`config.mk`:
```
export PLATFORM = sky130hd
export DESIGN_NAME = dma_engine
export DESIGN_NICKNAME = d
export VERILOG_FILES = /design/src/rtl/dma_pkg.sv /design/src/rtl/dma_chan.sv /design/src/rtl/dma_arb.sv /design/src/rtl/dma_seq.sv /design/src/rtl/dma_engine.sv
export SDC_FILE = /design/constraint.sdc
export NUM_CORES = 1
export LEC_CHECK = 0
export ABC_AREA = 1
export BUFFER_PORTS_ARGS = -buffer_cell sky130_fd_sc_hd__buf_2
export CORE_MARGIN = 5
export CORE_UTILIZATION = 48
export CTS_CLUSTER_DIAMETER = 200
export DETAILED_ROUTE_END_ITERATION = 10
export GPL_TIMING_DRIVEN = 0
export HOLD_SLACK_MARGIN = 0.06
export PLACE_DENSITY = 0.72
export RECOVER_POWER = 100
export SYNTH_ARGS = -nofsm -noshare
export SYNTH_HDL_FRONTEND = slang
export SYNTH_HIERARCHICAL = 1
export SYNTH_SLANG_ARGS = --single-unit
```
`constraint.sdc`:
```
create_clock -name clk -period 2.8 [get_ports clk]
set_input_delay 0.56 -clock clk [delete_from_list [all_inputs] [get_ports clk]]
set_output_delay 0.56 -clock clk [all_outputs]
set_load 0.005 [all_outputs]
```
`src/rtl/dma_pkg.sv`:
```
package dma_pkg;

   typedef enum logic [2:0] {
      SQ_IDLE = 3'd0,
      SQ_HREQ = 3'd1,
      SQ_RD   = 3'd2,
      SQ_WR   = 3'd3,
      SQ_REL  = 3'd4
   } seq_state_t;

   typedef struct packed {
      logic autoinit;
      logic block;
      logic dir;
      logic en;
   } ch_mode_t;

   localparam int MODE_W     = 4;
   localparam int SLOT_ADDR  = 0;
   localparam int SLOT_CNT   = 1;
   localparam int SLOT_MODE  = 2;

endpackage

```
`src/rtl/dma_chan.sv`:
```
module dma_chan
   import dma_pkg::*;
#(
   parameter int ADDR_W = 16,
   parameter int CNT_W  = 16,
   parameter int REG_W  = 16
) (
   input  logic              clk,
   input  logic              rst_n,
   input  logic              wr_addr,
   input  logic              wr_cnt,
   input  logic              wr_mode,
   input  logic [REG_W-1:0]  wdata,
   input  logic              step,
   input  logic              cnt_en,
   output logic [ADDR_W-1:0] cur_addr,
   output logic [CNT_W-1:0]  cur_cnt,
   output ch_mode_t          mode,
   output logic              at_tc
);

   logic [ADDR_W-1:0] base_addr;
   logic [CNT_W-1:0]  base_cnt;
   logic              reload;

   assign at_tc  = (cur_cnt == '0);
   assign reload = step && cnt_en && at_tc && mode.autoinit;

   always_ff @(posedge clk) begin
      if (!rst_n) begin
         base_addr <= '0;
         base_cnt  <= '0;
         cur_addr  <= '0;
         cur_cnt   <= '0;
         mode      <= '0;
      end else if (wr_addr || wr_cnt || wr_mode) begin
         if (wr_addr) begin
            base_addr <= wdata[ADDR_W-1:0];
            cur_addr  <= wdata[ADDR_W-1:0];
         end
         if (wr_cnt) begin
            base_cnt <= wdata[CNT_W-1:0];
            cur_cnt  <= wdata[CNT_W-1:0];
         end
         if (wr_mode) begin
            mode <= ch_mode_t'(wdata[MODE_W-1:0]);
         end
      end else if (step) begin
         if (reload) begin
            cur_addr <= base_addr;
            cur_cnt  <= base_cnt;
         end else begin
            cur_addr <= cur_addr + 1'b1;
            if (cnt_en) begin
               cur_cnt <= cur_cnt - 1'b1;
               if (at_tc) mode.en <= 1'b0;
            end
         end
      end
   end


   cnt_step_chk: assert property (@(posedge clk) disable iff (!rst_n)
      (step && cnt_en && !at_tc && !wr_addr && !wr_cnt && !wr_mode)
         |=> (cur_cnt == $past(cur_cnt) - 1'b1) && (cur_addr == $past(cur_addr) + 1'b1));


   tc_disable_chk: assert property (@(posedge clk) disable iff (!rst_n)
      (step && cnt_en && at_tc && !mode.autoinit && !wr_mode) |=> !mode.en);


   reload_chk: assert property (@(posedge clk) disable iff (!rst_n)
      (reload && !wr_addr && !wr_cnt && !wr_mode)
         |=> (cur_addr == base_addr) && (cur_cnt == base_cnt) && mode.en == $past(mode.en));

endmodule

```
`src/rtl/dma_arb.sv`:
```
module dma_arb #(
   parameter int NUM_CH = 4,
   localparam int IDX_W = (NUM_CH > 1) ? $clog2(NUM_CH) : 1
) (
   input  logic              clk,
   input  logic              rst_n,
   input  logic [NUM_CH-1:0] req,
   output logic              gnt_vld,
   output logic [IDX_W-1:0]  gnt_idx
);

   always_comb begin
      gnt_vld = 1'b0;
      gnt_idx = '0;
      for (int i = NUM_CH - 1; i >= 0; i--) begin
         if (req[i]) begin
            gnt_vld = 1'b1;
            gnt_idx = IDX_W'(i);
         end
      end
   end

   logic [NUM_CH-1:0] below_mask;
   assign below_mask = (NUM_CH'(1) << gnt_idx) - NUM_CH'(1);


   low_index_wins_chk: assert property (@(posedge clk) disable iff (!rst_n)
      (|req) |-> (gnt_vld && req[gnt_idx] && ((req & below_mask) == '0)));


   no_req_no_gnt_chk: assert property (@(posedge clk) disable iff (!rst_n)
      (req == '0) |-> !gnt_vld);

endmodule

```
`src/rtl/dma_seq.sv`:
```
module dma_seq
   import dma_pkg::*;
#(
   parameter int IDX_W = 2
) (
   input  logic             clk,
   input  logic             rst_n,
   input  logic             go_m2m,
   input  logic             gnt_vld,
   input  logic [IDX_W-1:0] gnt_idx,
   input  logic             holda,
   input  logic             last,
   input  logic             blk,
   output seq_state_t       state,
   output logic [IDX_W-1:0] srv_ch,
   output logic             srv_m2m
);

   always_ff @(posedge clk) begin
      if (!rst_n) begin
         state   <= SQ_IDLE;
         srv_ch  <= '0;
         srv_m2m <= 1'b0;
      end else begin
         unique case (state)
            SQ_IDLE: begin
               if (!holda) begin
                  if (go_m2m) begin
                     srv_m2m <= 1'b1;
                     srv_ch  <= '0;
                     state   <= SQ_HREQ;
                  end else if (gnt_vld) begin
                     srv_m2m <= 1'b0;
                     srv_ch  <= gnt_idx;
                     state   <= SQ_HREQ;
                  end
               end
            end
            SQ_HREQ: if (holda) state <= SQ_RD;
            SQ_RD:   state <= SQ_WR;
            SQ_WR: begin
               if (last || (!blk && !srv_m2m)) state <= SQ_REL;
               else                            state <= SQ_RD;
            end
            SQ_REL:  state <= SQ_IDLE;
            default: state <= SQ_IDLE;
         endcase
      end
   end


   rel_to_idle_chk: assert property (@(posedge clk) disable iff (!rst_n)
      (state == SQ_REL) |=> (state == SQ_IDLE));


   wait_grant_chk: assert property (@(posedge clk) disable iff (!rst_n)
      (state == SQ_HREQ && !holda) |=> (state == SQ_HREQ));


   block_keeps_bus_chk: assert property (@(posedge clk) disable iff (!rst_n)
      (state == SQ_WR && blk && !last) |=> (state == SQ_RD));

endmodule

```
`src/rtl/dma_engine.sv`:
```
module dma_engine
   import dma_pkg::*;
#(
   parameter int NUM_CH = 4,
   parameter int ADDR_W = 16,
   parameter int CNT_W  = 16,
   parameter int REG_W  = 16,
   parameter int DATA_W = 8,
   localparam int CPU_AW = $clog2(NUM_CH * 4 + 2)
) (
   input  logic              clk,
   input  logic              rst_n,
   input  logic [CPU_AW-1:0] cpu_sel,
   input  logic              cpu_wr,
   input  logic              cpu_rd,
   input  logic [REG_W-1:0]  cpu_wdata,
   output logic [REG_W-1:0]  cpu_rdata,
   input  logic [NUM_CH-1:0] drq,
   output logic [NUM_CH-1:0] dack,
   output logic              hold,
   input  logic              holda,
   output logic              bus_en,
   output logic [ADDR_W-1:0] bus_addr,
   output logic              mem_rd,
   output logic              mem_wr,
   output logic              io_rd,
   output logic              io_wr,
   output logic              tc,
   input  logic [DATA_W-1:0] data_in,
   output logic [DATA_W-1:0] data_out,
   output logic              data_oe
);

   localparam int IDX_W    = $clog2(NUM_CH);
   localparam int CTRL_SEL = NUM_CH * 4;
   localparam int STAT_SEL = NUM_CH * 4 + 1;

   // elaboration-time parameter checks
   if (NUM_CH < 2 || (NUM_CH & (NUM_CH - 1)) != 0) begin : g_bad_nch
      $error("NUM_CH must be a power of two and at least 2");
   end
   if (ADDR_W > REG_W || CNT_W > REG_W) begin : g_bad_width
      $error("ADDR_W and CNT_W must fit in REG_W");
   end
   if (REG_W < NUM_CH || REG_W < MODE_W) begin : g_bad_reg
      $error("REG_W too narrow for status or mode");
   end

   // register decode
   logic             is_chan;
   logic [IDX_W-1:0] sel_ch;
   logic [1:0]       sel_slot;

   assign is_chan  = (cpu_sel < CPU_AW'(CTRL_SEL));
   assign sel_ch   = cpu_sel[2 +: IDX_W];
   assign sel_slot = cpu_sel[1:0];

   // channel state
   logic [ADDR_W-1:0] ch_addr [NUM_CH];
   logic [CNT_W-1:0]  ch_cnt  [NUM_CH];
   ch_mode_t          ch_mode [NUM_CH];
   logic [NUM_CH-1:0] ch_tc;
   logic [NUM_CH-1:0] ch_en;
   logic [NUM_CH-1:0] req;

   // control and status
   logic              ctl_m2m;
   logic              ctl_start;
   logic [NUM_CH-1:0] tc_flags;

   // sequencer
   seq_state_t       st;
   logic [IDX_W-1:0] srv_ch;
   logic             srv_m2m;
   logic             gnt_vld;
   logic [IDX_W-1:0] gnt_idx;
   logic             seq_step;
   logic             last;
   logic [DATA_W-1:0] data_hold;

   assign seq_step = (st == SQ_WR);
   assign last     = ch_tc[srv_ch];

   for (genvar c = 0; c < NUM_CH; c++) begin : g_ch
      logic wr_a, wr_c, wr_m, step_c, cnt_en_c;

      assign wr_a = cpu_wr && is_chan && (sel_ch == IDX_W'(c)) && (sel_slot == 2'(SLOT_ADDR));
      assign wr_c = cpu_wr && is_chan && (sel_ch == IDX_W'(c)) && (sel_slot == 2'(SLOT_CNT));
      assign wr_m = cpu_wr && is_chan && (sel_ch == IDX_W'(c)) && (sel_slot == 2'(SLOT_MODE));

      if (c == 1) begin : g_dst
         assign step_c   = seq_step && (srv_m2m || srv_ch == IDX_W'(c));
         assign cnt_en_c = !srv_m2m;
      end else begin : g_src
         assign step_c   = seq_step && (srv_ch == IDX_W'(c));
         assign cnt_en_c = 1'b1;
      end

      if (c < 2) begin : g_mask
         assign req[c] = ch_mode[c].en && drq[c] && !ctl_m2m;
      end else begin : g_nomask
         assign req[c] = ch_mode[c].en && drq[c];
      end

      assign ch_en[c] = ch_mode[c].en;

      dma_chan #(
         .ADDR_W (ADDR_W),
         .CNT_W  (CNT_W),
         .REG_W  (REG_W)
      ) u_chan (
         .clk      (clk),
         .rst_n    (rst_n),
         .wr_addr  (wr_a),
         .wr_cnt   (wr_c),
         .wr_mode  (wr_m),
         .wdata    (cpu_wdata),
         .step     (step_c),
         .cnt_en   (cnt_en_c),
         .cur_addr (ch_addr[c]),
         .cur_cnt  (ch_cnt[c]),
         .mode     (ch_mode[c]),
         .at_tc    (ch_tc[c])
      );
   end

   dma_arb #(
      .NUM_CH (NUM_CH)
   ) u_arb (
      .clk     (clk),
      .rst_n   (rst_n),
      .req     (req),
      .gnt_vld (gnt_vld),
      .gnt_idx (gnt_idx)
   );

   dma_seq #(
      .IDX_W (IDX_W)
   ) u_seq (
      .clk     (clk),
      .rst_n   (rst_n),
      .go_m2m  (ctl_m2m && ctl_start),
      .gnt_vld (gnt_vld),
      .gnt_idx (gnt_idx),
      .holda   (holda),
      .last    (last),
      .blk     (ch_mode[srv_ch].block),
      .state   (st),
      .srv_ch  (srv_ch),
      .srv_m2m (srv_m2m)
   );

   // control register, status flags, holding register
   logic [NUM_CH-1:0] tc_set;
   logic              stat_rd;

   assign tc_set  = tc ? (NUM_CH'(1) << srv_ch) : '0;
   assign stat_rd = cpu_rd && (cpu_sel == CPU_AW'(STAT_SEL));

   always_ff @(posedge clk) begin
      if (!rst_n) begin
         ctl_m2m   <= 1'b0;
         ctl_start <= 1'b0;
         tc_flags  <= '0;
         data_hold <= '0;
      end else begin
         if (cpu_wr && cpu_sel == CPU_AW'(CTRL_SEL)) begin
            ctl_m2m   <= cpu_wdata[0];
            ctl_start <= cpu_wdata[1];
         end else if (seq_step && srv_m2m && last) begin
            ctl_start <= 1'b0;
         end
         tc_flags <= stat_rd ? tc_set : (tc_flags | tc_set);
         if (st == SQ_RD && srv_m2m) data_hold <= data_in;
      end
   end

   // bus outputs
   logic rd_ph, wr_ph, dir_in;

   assign rd_ph  = (st == SQ_RD);
   assign wr_ph  = (st == SQ_WR);
   assign dir_in = ch_mode[srv_ch].dir;

   assign hold     = (st != SQ_IDLE);
   assign bus_en   = rd_ph || wr_ph;
   assign bus_addr = !bus_en            ? '0 :
                     (wr_ph && srv_m2m) ? ch_addr[1] : ch_addr[srv_ch];
   assign dack     = (bus_en && !srv_m2m) ? (NUM_CH'(1) << srv_ch) : '0;
   assign mem_rd   = rd_ph && (srv_m2m || !dir_in);
   assign io_rd    = rd_ph && !srv_m2m && dir_in;
   assign io_wr    = wr_ph && !srv_m2m && !dir_in;
   assign mem_wr   = wr_ph && (srv_m2m || dir_in);
   assign tc       = wr_ph && last;
   assign data_oe  = wr_ph && srv_m2m;
   assign data_out = data_oe ? data_hold : '0;

   // register read
   always_comb begin
      cpu_rdata = '0;
      if (is_chan) begin
         unique case (sel_slot)
            2'(SLOT_ADDR): cpu_rdata = REG_W'(ch_addr[sel_ch]);
            2'(SLOT_CNT):  cpu_rdata = REG_W'(ch_cnt[sel_ch]);
            2'(SLOT_MODE): cpu_rdata = REG_W'(ch_mode[sel_ch]);
            default:       cpu_rdata = '0;
         endcase
      end else if (cpu_sel == CPU_AW'(CTRL_SEL)) begin
         cpu_rdata = REG_W'({ctl_start, ctl_m2m});
      end else if (cpu_sel == CPU_AW'(STAT_SEL)) begin
         cpu_rdata = REG_W'(tc_flags);
      end
   end


   hold_needs_low_grant_chk: assert property (@(posedge clk) disable iff (!rst_n)
      $rose(hold) |-> $past(!holda));


   drive_after_grant_chk: assert property (@(posedge clk) disable iff (!rst_n)
      $rose(bus_en) |-> ($past(holda) && $past(hold)));


   drivers_off_first_chk: assert property (@(posedge clk) disable iff (!rst_n)
      $fell(hold) |-> $past(!bus_en));


   one_dack_chk: assert property (@(posedge clk) disable iff (!rst_n)
      $onehot0(dack));


   dack_enabled_chk: assert property (@(posedge clk) disable iff (!rst_n)
      (|dack) |-> (|(dack & ch_en)));


   one_strobe_chk: assert property (@(posedge clk) disable iff (!rst_n)
      $countones({mem_rd, mem_wr, io_rd, io_wr}) <= 1);


   write_after_read_chk: assert property (@(posedge clk) disable iff (!rst_n)
      (mem_wr || io_wr) |-> $past(mem_rd || io_rd));


   tc_one_cycle_chk: assert property (@(posedge clk) disable iff (!rst_n)
      tc |=> !tc);


   copy_no_dack_chk: assert property (@(posedge clk) disable iff (!rst_n)
      data_oe |-> (mem_wr && dack == '0));


   stat_clear_chk: assert property (@(posedge clk) disable iff (!rst_n)
      (stat_rd && !tc) |=> (tc_flags == '0));

endmodule

```
## Word level (Yosys, flattened, before mapping)

Cells that the tools add are included.

- Bits in registers: 292
- Input port bits: 38
- Output and inout bits: 52
- Word-level logic and storage cells: 304

- $add $sub $neg: 8
- $lt $le $gt $ge: 4
- Equality and inequality tests: 34
- Shifts and indexed selects: 1
- Muxes and demuxes: 101
- Bitwise operators: 4
- Reduce and logical (&&, ||, !) cells: 113

Operators by type and width:

| operator | number |
|---|---|
| $mux 16 | 42 |
| $bmux 16 s2 | 3 |
| $add 16x1->16 const B | 4 |
| $logic_not 16->1 | 4 |
| $sub 16x1->16 const B | 4 |
| $logic_and 1x1->1 | 51 |
| $pmux 16 s3 | 1 |
| $reduce_and 2->1 | 19 |
| $mux 1 | 30 |
| $mux 4 | 7 |
| $ne 2x1->1 const B | 12 |
| $mux 3 | 7 |
| $reduce_bool 2->1 | 10 |
| $bmux 4 s2 | 2 |
| $ne 2x2->1 const B | 7 |
| $logic_or 1x1->1 | 13 |
| $mux 2 | 6 |
| $pmux 3 s4 | 1 |
| $reduce_and 4->1 | 3 |
| $eq 2x2->1 const B | 5 |
| $eq 5x5->1 const B | 2 |
| $reduce_and 3->1 | 3 |
| $mux 8 | 1 |
| $eq 2x1->1 const B | 3 |
| other kinds (17) | 25 |

## Depth between registers and ports, before layout

Gate-level depths: netlist of the first run.

- Depth after elaboration: 9
- Depth in mapped cells: 17
- Gate-level depth less buffers: 14

## Modules after synthesis

Netlist of the first run, hierarchy kept.

By module, submodules not included:

| module | instances | cells each | area each (um^2) | sequential area each (um^2) |
|---|---|---|---|---|
| dma_chan (g_ch[0].u_chan ...) | 3 | 615 | 3945.0 | 1361.3 |
| dma_chan (g_ch[3].u_chan) | 1 | 610 | 3920.0 | 1361.3 |
| dma_engine | 1 | 607 | 2785.2 | 280.3 |
| dma_seq | 1 | 46 | 310.3 | 120.1 |
| dma_arb | 1 | 8 | 36.3 | 0.0 |

## Worst setup path after synthesis of the first run

Ideal clock, no wire load.

- Kind: input-to-reg
- From: in cpu_sel[2]
- To: reg g_ch[0].u_chan.cur_cnt[12]
- Setup time: 122 ps
- Data arrival time: 2343 ps
- Data required time: 2678 ps
- Path slack: 335 ps
- Stages: 16
- Path buffers: 4
- Cell sequence: buf_4 -> nor2_4 -> buf_2 -> nand2_1 -> nor2_1 -> inv_2 -> nand2_1 -> nor2_2 -> buf_6 -> nand2_2 -> nand2_1 -> o21ai_2 -> inv_2 -> buf_6 -> o21ai_1 -> a21oi_1

- Word-level cells in the longest chain between the ends: 8
- Elaborated cells on any way between the ends: 13
- Those cells by class: order compare: 1; eq/ne: 1; mux: 1; reduce/logical: 10

Ends and longest elaborated chain:

| element | line | source |
|---|---|---|
| from (decl) | dma_engine.sv:13 | `input logic [CPU_AW-1:0] cpu_sel,` |
| $lt 5x5->1 | dma_engine.sv:54 | `assign is_chan = (cpu_sel < CPU_AW'(CTRL_SEL));` |
| $logic_and 1x1->1 | dma_engine.sv:87 | `assign wr_a = cpu_wr && is_chan && (sel_ch == IDX_W'(c)) && (sel_slot == 2'(SLOT_ADDR));` |
| $logic_and 1x1->1 * (2 in a row) | dma_engine.sv:87 |  |
| net g_ch[0].wr_a | dma_engine.sv:85 | `logic wr_a, wr_c, wr_m, step_c, cnt_en_c;` |
| $logic_or 1x1->1 * (2 in a row) | dma_chan.sv:36 | `end else if (wr_addr \|\| wr_cnt \|\| wr_mode) begin` |
| $ne 2x1->1 (no line) / $reduce_bool 2->1 (equally long branches) | n/a |  |
| $reduce_and 2->1 (no line) | n/a |  |
| to (signal assigned) | dma_chan.sv:43 | `cur_cnt <= wdata[CNT_W-1:0];` |
| to (signal assigned) | dma_chan.sv:51 | `cur_cnt <= base_cnt;` |
| to (signal assigned) | dma_chan.sv:55 | `cur_cnt <= cur_cnt - 1'b1;` |
| to (decl) | dma_chan.sv:17 | `output logic [CNT_W-1:0] cur_cnt,` |

Mark *: on every way through the listed nets, which the timed path passes. The rest lies on a longest branch.
A chain may end at the register's enable or synchronous reset.

## Final worst setup path of the first run

- From: in cpu_sel[2]
- To: out cpu_rdata[5]

- Word-level cells in the longest chain between the ends: 6
- Elaborated cells on any way between the ends: 10
- Those cells by class: order compare: 1; mux: 8; bitwise: 1

Ends and longest elaborated chain:

| element | line | source |
|---|---|---|
| $not 2->3 (not written as such) | dma_engine.sv:203, dma_engine.sv:204 |  |
| $bmux 16 s2 (on tied branches) | dma_engine.sv:204, dma_engine.sv:203 |  |
| $mux 16 (on tied branches) (2 in a row) | dma_engine.sv:204, dma_engine.sv:203 |  |
| $pmux 16 s3 | dma_engine.sv:202 | `unique case (sel_slot)` |
| $mux 16 * | dma_engine.sv:201 | `if (is_chan) begin` |
| to (decl) | dma_engine.sv:17 | `output logic [REG_W-1:0] cpu_rdata,` |

Mark *: on every way between the ends. The rest lies on a longest branch, timed or not. The select of a mux whose other input is x is not followed.

==> reports/qor.yml, run 1 <==
clock_network:
  clk_pin_slew_ps: 60
  cts_buffers: 36
  clock_latency_ps: 560
  hold_buffers: 0
  htreeDepth: 2
  cts-root-buf: "clkbuf_16"
  cts_tree: "done"
  cts.sinks: 292
  cts_buffer_depth: 3
worst_setup_path:
  cp_max_fo: 10
  worstSetupPathType: "input pin to output port"
  cp-start-kind: "input pin"
  worstPathRequired_ps: 2240
  arrival_ps: 2250
  crit_path_end_kind: "output port"
layout:
  layout_commonest_cell: "nand2_1"
  layout-area-overhead-vs-synth_pct: 16.2
  final_cell_mix: "744 x nand2_1, 402 x inv_1, 363 x a21oi_1, 279 x o21ai_0, 265 x dfxtp_1"
  fill_cells: 3891
  final_cell_area_um2: 22000
  drive_gt1_share_pct: 12.9
  seq_area_um2: 5890
  multiInputGateArea_um2: 11000
  num-nets-final: 3324
floorplanning:
  die_x_um: 208
  start_util_pct: 48.6
  io_pins: 90
  fp.coreArea_um2: 38800
  die_y_um: 208
  dieArea_um2: 43400
  rows: 72
grt:
  grt_pass1_vias: 20700
  grt.total_usage_pct: 35.7
  antenna_found_initial: 0
  grt.overflow.total: 0
  grt_pass1_wl_um: 123000
  grt_start_max_net_pins: 34
timing:
  worst_pin_slew_ps: 831
  timing.hold.ws_ps: 304
  finalCritPeriodShare_pct: 100
  finClkSkew_ps: 17.0
  rsz0062_at_grt: "true"
  slew_headroom_pct: 44.6
  layout_setup_ws_ps: -12.9
  post-route-min-period_ps: 2810
  setup_viol: 2
  fmax_ghz: 0.356
  maxSlewViolCount: 0
  hold_viol: 0
drt:
  routed_wl_um: 82700
  drc_errors: 0
  drt_pass1_iterations: 6
  antenna_left: 0
  avgRoutedWirePerCell_um: 21.6
  drt_iter0_drc: 3123
  vias: 22800
  vias_per_cell: 5.95
status:
  status: "finished with violations"
  failed_checks: "negative setup slack"
synth:
  seq_area_frac_synth_pct: 31.0
  syn_inst: 3116
  yosysUniqueCellTypes: 35
  synth-async-reset-ratio_pct: 0
  synth_area_um2: 18900
  synth_warnings: 6
  synth_edf_count: 0
  synth_seq_cells: 292
  synth_ff_type: "dfxtp_1"
  syn_area_per_cell_um2: 6.06
placed_design:
  pre_cts_ws_ps: -595
  gp_congestion: 1.04
  dp_hpwl_um: 61500
  numPortBuffers: 89
  place_area_um2: 20000
pwr:
  peakVddDrop_mv: 0.512
  p_leak_uw: 0.0105
  power.total_uw: 10300
  power.density_nw_per_um2: 470
min_path:
  hp-class: "input pin to flop"
run:
  maxCapViolCount: 0
## worst max-delay path, cell delays in order
cell and delay, ps:
buf_2 150, buf_4 190, nor2_4 260, clkbuf_4 310, nand2_1 70, nand4_1 90
nand2_1 50, a21oi_1 360, buf_2 200
## report_power, final
| part | switching (uW) | total (uW) | internal, uW |
|---|---|---|---|
| combinational | 721 | 1000 | 283 |
| clock | 2000 | 5050 | 3060 |
| sequential | 68.2 | 4270 | 4200 |
## cells by family after synthesis
group           after synthesis  synth area share [%]
simple gates               1376                  31.7
xor+xnor                     54                  2.50
flops                       292                  31.0
other cells                   1                0.0199
buf+inv                     597                  12.7
fa+ha+maj                     8                 0.530
compound gates              788                  21.6
## flip-flops by register name (all words and copies together), names as in the netlist
| register | cells |
|---|---|
| g_ch.u_chan/cur_cnt | 64 |
| g_ch.u_chan/base_addr | 64 |
| u_seq/srv_ch | 2 |
| tc_flags | 4 |
| u_seq/srv_m2m | 1 |
| ctl_m2m | 1 |
| u_seq/state | 3 |
| data_hold | 8 |
| ctl_start | 1 |
| g_ch.u_chan/mode | 16 |
| g_ch.u_chan/base_cnt | 64 |
| g_ch.u_chan/cur_addr | 64 |
## stage by stage
stage / util, % / std cells / TNS (ps)
2_1_floorplan: - / 3121 / 0
3_3_place_gp: 51.5 / 3728 / -58400
3_5_place_dp: 51.5 / 3728 / -62470
4_1_cts: 55.6 / 3798 / 0
5_1_grt: 56.5 / 3822 / -202
6_report: 56.5 / 3824 / -22.8
## area by class of cell
cell class / instances / share of cell area, %
Tap cell: 518 / 2.95
Clock inverter: 15 / 1.01
Buffer: 162 / 3.61
Antenna cell: 2 / 0.0228
Timing Repair Buffer: 120 / 3.08
Clock buffer: 49 / 4.70
Sequential cell: 292 / 26.8
Inverter: 434 / 7.47
Multi-Input combinational cell: 2232 / 50.3
## metal layers
| metal | vias up | routed length, um | track usage [%] | share of wire [%] |
|---|---|---|---|---|
| met1 | 10600 | 33600 | 49.6 | 41 |
| met3 | 241 | 10200 | 7.20 | 12 |
| met5 | - | 0 | 0 | 0 |
| li1 | 10500 | - | - | - |
| met2 | 1411 | 34600 | 53.6 | 42 |
| met4 | 0 | 4250 | 16.1 | 5.1 |
## Yosys cell counts, types with 9 or more instances
cell      instances  area, um^2
nand2_1         752        2820
o21ai_0         277        1390
xnor2_1          29         254
o21ai_1          99         495
nor2_1          232         871
nor2_2           20         125
nand4_1         145         907
dfxtp_1         292        5850
xor2_1           25         219
clkbuf_1         96         360
buf_4            15         113
o21bai_1         13        97.6
inv_1           410        1540
nand2_2           9        56.3
nand3b_1         13        97.6
nor2_4           11         124
a21oi_1         371        1860
buf_2            44         220
nand3_1         182         911
inv_2            24        90.1
o221ai_1         12         105
## timing repair
| item | in CTS | in global routing |
|---|---|---|
| pin swaps | 11 | 27 |
| endpoints found under the setup margin | 111 | 146 |
| resized for setup | 93 | 72 |
| cloned | 0 | 0 |
| buffers inserted | 7 | 24 |
## worst paths after layout
check	from	to	slack, ps	cells after the start
min	data_in[5]	data_hold[5]$_SDFFE_PN0P_	300	3
max	cpu_sel[2]	cpu_rdata[5]	-10	9
max reg2reg	u_seq/state[2]$_SDFFE_PN0P_	g_ch[2].u_chan/cur_cnt[1]$_SDFFE_PN0P_	80	11
min reg2reg	data_hold[5]$_SDFFE_PN0P_	data_hold[5]$_SDFFE_PN0P_	460	2
(Power assumes the default switching activity.)
==> inputs of run 2 (changes only) <==
ABC_AREA = default   (was 1)
==> run 2 against run 1 <==
Against the previous run: the run ends with max-capacitance violations, max-slew violations, negative setup slack left; fmax is 14% lower; global-route usage fell by 2.0 points; combinational power grew 21%; design area is 6.2% lower; worst hold slack got worse by 41 ps; sequential share of layout area grew 2.1 points; worst setup slack lost 470 ps; flip-flop and latch count stayed put; count of clock-buffer cells in the layout is the same.
==> reports/qor.yml, run 2 <==
synth:
  syn_inst: 2071  # -34%
  yosysTopAreaCell: "dfxtp_1"
  synth_mux_area_share_pct: 16.7  # +17 points
  synthSimpleGateAreaFrac_pct: 18.7  # -13 points
  synth_compound_area_share_pct: 21.6  # about the same
  yosys.area_share.xor_xnor_pct: 3.62  # +1.1 points
  synth_seq_cells: 292  # unchanged
  seq_area_frac_synth_pct: 33.1  # +2.2 points
  syn_area_per_cell_um2: 8.52  # +41%
  synth_edf_count: 0  # unchanged
  synth_common_cells: "292 x dfxtp_1, 239 x nor2_1, 206 x mux2i_1, 146 x a21oi_1, 117 x nand2_1"
  synth_top_family_by_area: "compound AO/OA/AOI/OAI gates"
  synth-async-reset-ratio_pct: 0  # unchanged
  synthTopCellsByArea: "dfxtp_1 33%, mux2i_1 12%, nor2_1 5.1%, mux4_2 4.9%, a21oi_1 4.1%"
  synth_area_um2: 17600  # -6.6%
  synth_warnings: 6  # unchanged
  synthAdderAreaFrac_pct: 0.567  # +0.038 points
  synth_ff_type: "dfxtp_1"
  post-synth-top-count-cell: "dfxtp_1"
  synth_top_area_share_pct: 33.1  # +2.2 points
  yosysUniqueCellTypes: 82  # +130%
pwr:
  power.density_nw_per_um2: 495  # +5.4%
  p_leak_uw: 0.00758  # -28%
  peakVddDrop_mv: 0.434  # -15%
drt:
  avgRoutedWirePerCell_um: 26.8  # +24%
  wl_met3_um: 10200  # -0.66%
  drt_iter0_drc: 2978  # -4.6%
  drt_pass1_iterations: 8  # +2
  antenna_left: 0  # unchanged
  wl_met1_um: 27100  # -19%
  routed_wl_um: 72600  # -12%
  vias_per_cell: 6.95  # +17%
  vias: 18800  # -17%
  wl_met2_um: 29700  # -14%
  drc_errors: 0  # unchanged
  top_layer: "met4"
worst_setup_path:
  crit_slowest_cell: "or4_4"
  timing.rr.end: "g_ch[1].u_chan/cur_cnt[12]$_SDFFE_PN0P_"
  rr_startpoint: "u_seq/state[1]$_SDFFE_PN0P_"
  worst-path-buf-inv: 3  # -1
  worstPathRequired_ps: 2240  # about the same
  worstRegToRegCells: 10  # -1
  cp_max_fo: 7  # -3
  arrival_ps: 2720  # +470 ps
  rrSetupSlack_ps: -330  # -410 ps
  cp-start-kind: "flop"
  path_delay_family: "simple AND/OR/NAND/NOR gates"
  cp_cell_sequence: "inv_2, ha_4, or3b_4, or4_4, inv_4, mux4_2, and3_4, buf_6"
  critical_path.max_stage_delay_ps: 580  # +220 ps
  cp.depth: 8  # -1
  crit_path_end_kind: "output port"
  worstSetupPathType: "flop to output port"
timing:
  rsz0062_at_grt: "true"
  finalCritPeriodShare_pct: 117  # +17 points
  layout_setup_ws_ps: -484  # -472 ps
  setup_viol: 112  # +110
  maxSlewViolCount: 23  # +23
  fmax_ghz: 0.304  # -14%
  worst_pin_slew_ps: 1730  # +901 ps
  finClkSkew_ps: 15.5  # -1.55 ps
  hold_viol: 0  # unchanged
  slew_headroom_pct: -15.5  # -60 points
  post-route-min-period_ps: 3280  # +472 ps
  setup-tns-final_ps: -14400  # -14370 ps
run:
  maxCapViolCount: 1  # +1
grt:
  grt.total_usage_pct: 33.7  # -2.0 points
  grt.overflow.total: 0  # unchanged
  antenna_found_initial: 0  # unchanged
  grt_pass1_vias: 17300  # -16%
  grt_start_max_net_pins: 30  # -12%
  grt_pass1_wl_um: 107000  # -13%
clock_network:
  cts_tree: "done"
  cts_buffer_depth: 3  # unchanged
  cts-root-buf: "clkbuf_16"
  clock_latency_ps: 530  # -30 ps
  clk_pin_slew_ps: 70  # about the same
  cts_buffers: 35  # -2.8%
  cts.sinks: 292  # unchanged
  htreeDepth: 2  # unchanged
layout:
  final_cell_mix: "258 x dfxtp_1, 225 x nor2_1, 206 x mux2i_1, 145 x a21oi_1, 112 x nand2_1"
  layout-area-overhead-vs-synth_pct: 16.8
  layout_commonest_cell: "dfxtp_1"
  num-nets-final: 2265  # -32%
  drive_gt1_share_pct: 19.2  # +6.3 points
  antenna_cells: 0  # -2
floorplanning:
  start_util_pct: 48.4  # -0.23 points
  io_pins: 90  # unchanged
  rows: 70  # -2.8%
  fp.coreArea_um2: 36400  # -6.2%
  die_y_um: 202  # -3.2%
  die_x_um: 202  # -3.2%
  dieArea_um2: 40700  # -6.3%
min_path:
  hp-class: "input pin to flop"
  min_to: "data_hold[5]$_SDFFE_PN0P_"
  hp-start: "data_in[5]"
  min_path_cells: 3  # unchanged
placed_design:
  pre_cts_ws_ps: -839  # -245 ps
  dp_hpwl_um: 50000  # -19%
  numPortBuffers: 88  # -1.1%
  gp_congestion: 1.03  # -1.3%
status:
  failed_checks: "max-capacitance violations, max-slew violations, negative setup slack"
  status: "finished with violations"
run 2: cell count changes after synthesis, sizes merged, moves of 39 or more:
| cell | before | now |
|---|---|---|
| inv | 434 | 65 |
| mux4 | 0 | 39 |
| nand3 | 182 | 64 |
| nor4 | 0 | 42 |
| a31oi | 0 | 40 |
| nand4 | 145 | 27 |
| nand2 | 761 | 117 |
| o21ai | 380 | 124 |
| mux2i | 0 | 206 |
| a21oi | 372 | 151 |
run 2: repair_timing:
action                     CTS  global route
setup buffers               31             7
hold buffers                 0             0
pin swaps                   11             6
hold endpoints to repair     0             0
gates resized for setup    158            80
setup endpoints to repair  165           167
run 2: layer usage:
layer	GRT usage, %	vias to the layer above
met1	45.1	8870
li1	-	8057
met5	0	-
met2	49.2	1523
met4	19.8	0
met3	8.40	381
run 2: logic make-up after synthesis:
logic type               after synthesis
other                                  1
XOR/XNOR                              73
buffers and inverters                225
adder cells (fa/ha/maj)                8
AND/OR/NAND/NOR                      657
flip-flops                           292
multiplexers                         245
AO/OA/AOI/OAI                        570
run 2: worst register-to-register path, stage by stage (launching register included):
cell      delay, ps
dfxtp_1         520
nand2b_1        240
inv_1           130
buf_4           190
nand2_4         140
a21oi_4         220
and2_0          480
nand4_4         280
clkbuf_2        310
nor3_1          360
o31ai_1         130
run 2: through the flow:
stage	util (%)	instances	instance area [um^2]	hold WS [ps]	total power, uW
3_5_place_dp	51.4	2632	18700	447	5450
6_report	56.5	2708	20600	263	10200
2_1_floorplan	-	2076	17700	436	5030
4_1_cts	56.2	2709	20500	262	10200
3_3_place_gp	51.4	2632	18700	444	5440
5_1_grt	56.5	2708	20600	300	10400
run 2: cell type report:
class	count	area, um^2
fill	3223	15800
multi-input combinational	1559	11100
sequential	292	5950
clock buffer	49	1030
buffer	134	729
timing repair buffer	126	723
tap	468	586
inverter	71	313
clock inverter	9	126
run 2: how the worst max path moves through the flow:
stage,start,to,slack (ps)
6_report,g_ch[3].u_chan/cur_cnt[0]$_SDFFE_PN0P_,tc,-480
5_1_grt,g_ch[3].u_chan/cur_cnt[0]$_SDFFE_PN0P_,tc,-500
4_1_cts,g_ch[0].u_chan/cur_cnt[11]$_SDFFE_PN0P_,tc,-510
3_5_place_dp,u_seq/state[1]$_SDFFE_PN0P_,g_ch[3].u_chan/cur_cnt[0]$_SDFFE_PN0P_,-840
3_3_place_gp,u_seq/srv_ch[1]$_SDFFE_PN0P_,g_ch[3].u_chan/cur_addr[0]$_SDFFE_PN0P_,-770
2_1_floorplan,cpu_sel[3],g_ch[1].u_chan/base_addr[0]$_SDFFE_PN0P_,2
run 2: power by group:
group | switching, uW | internal (uW)
Clock | 1860 | 2830
Combinational | 795 | 417
Sequential | 111 | 4190
Total | 2760 | 7440
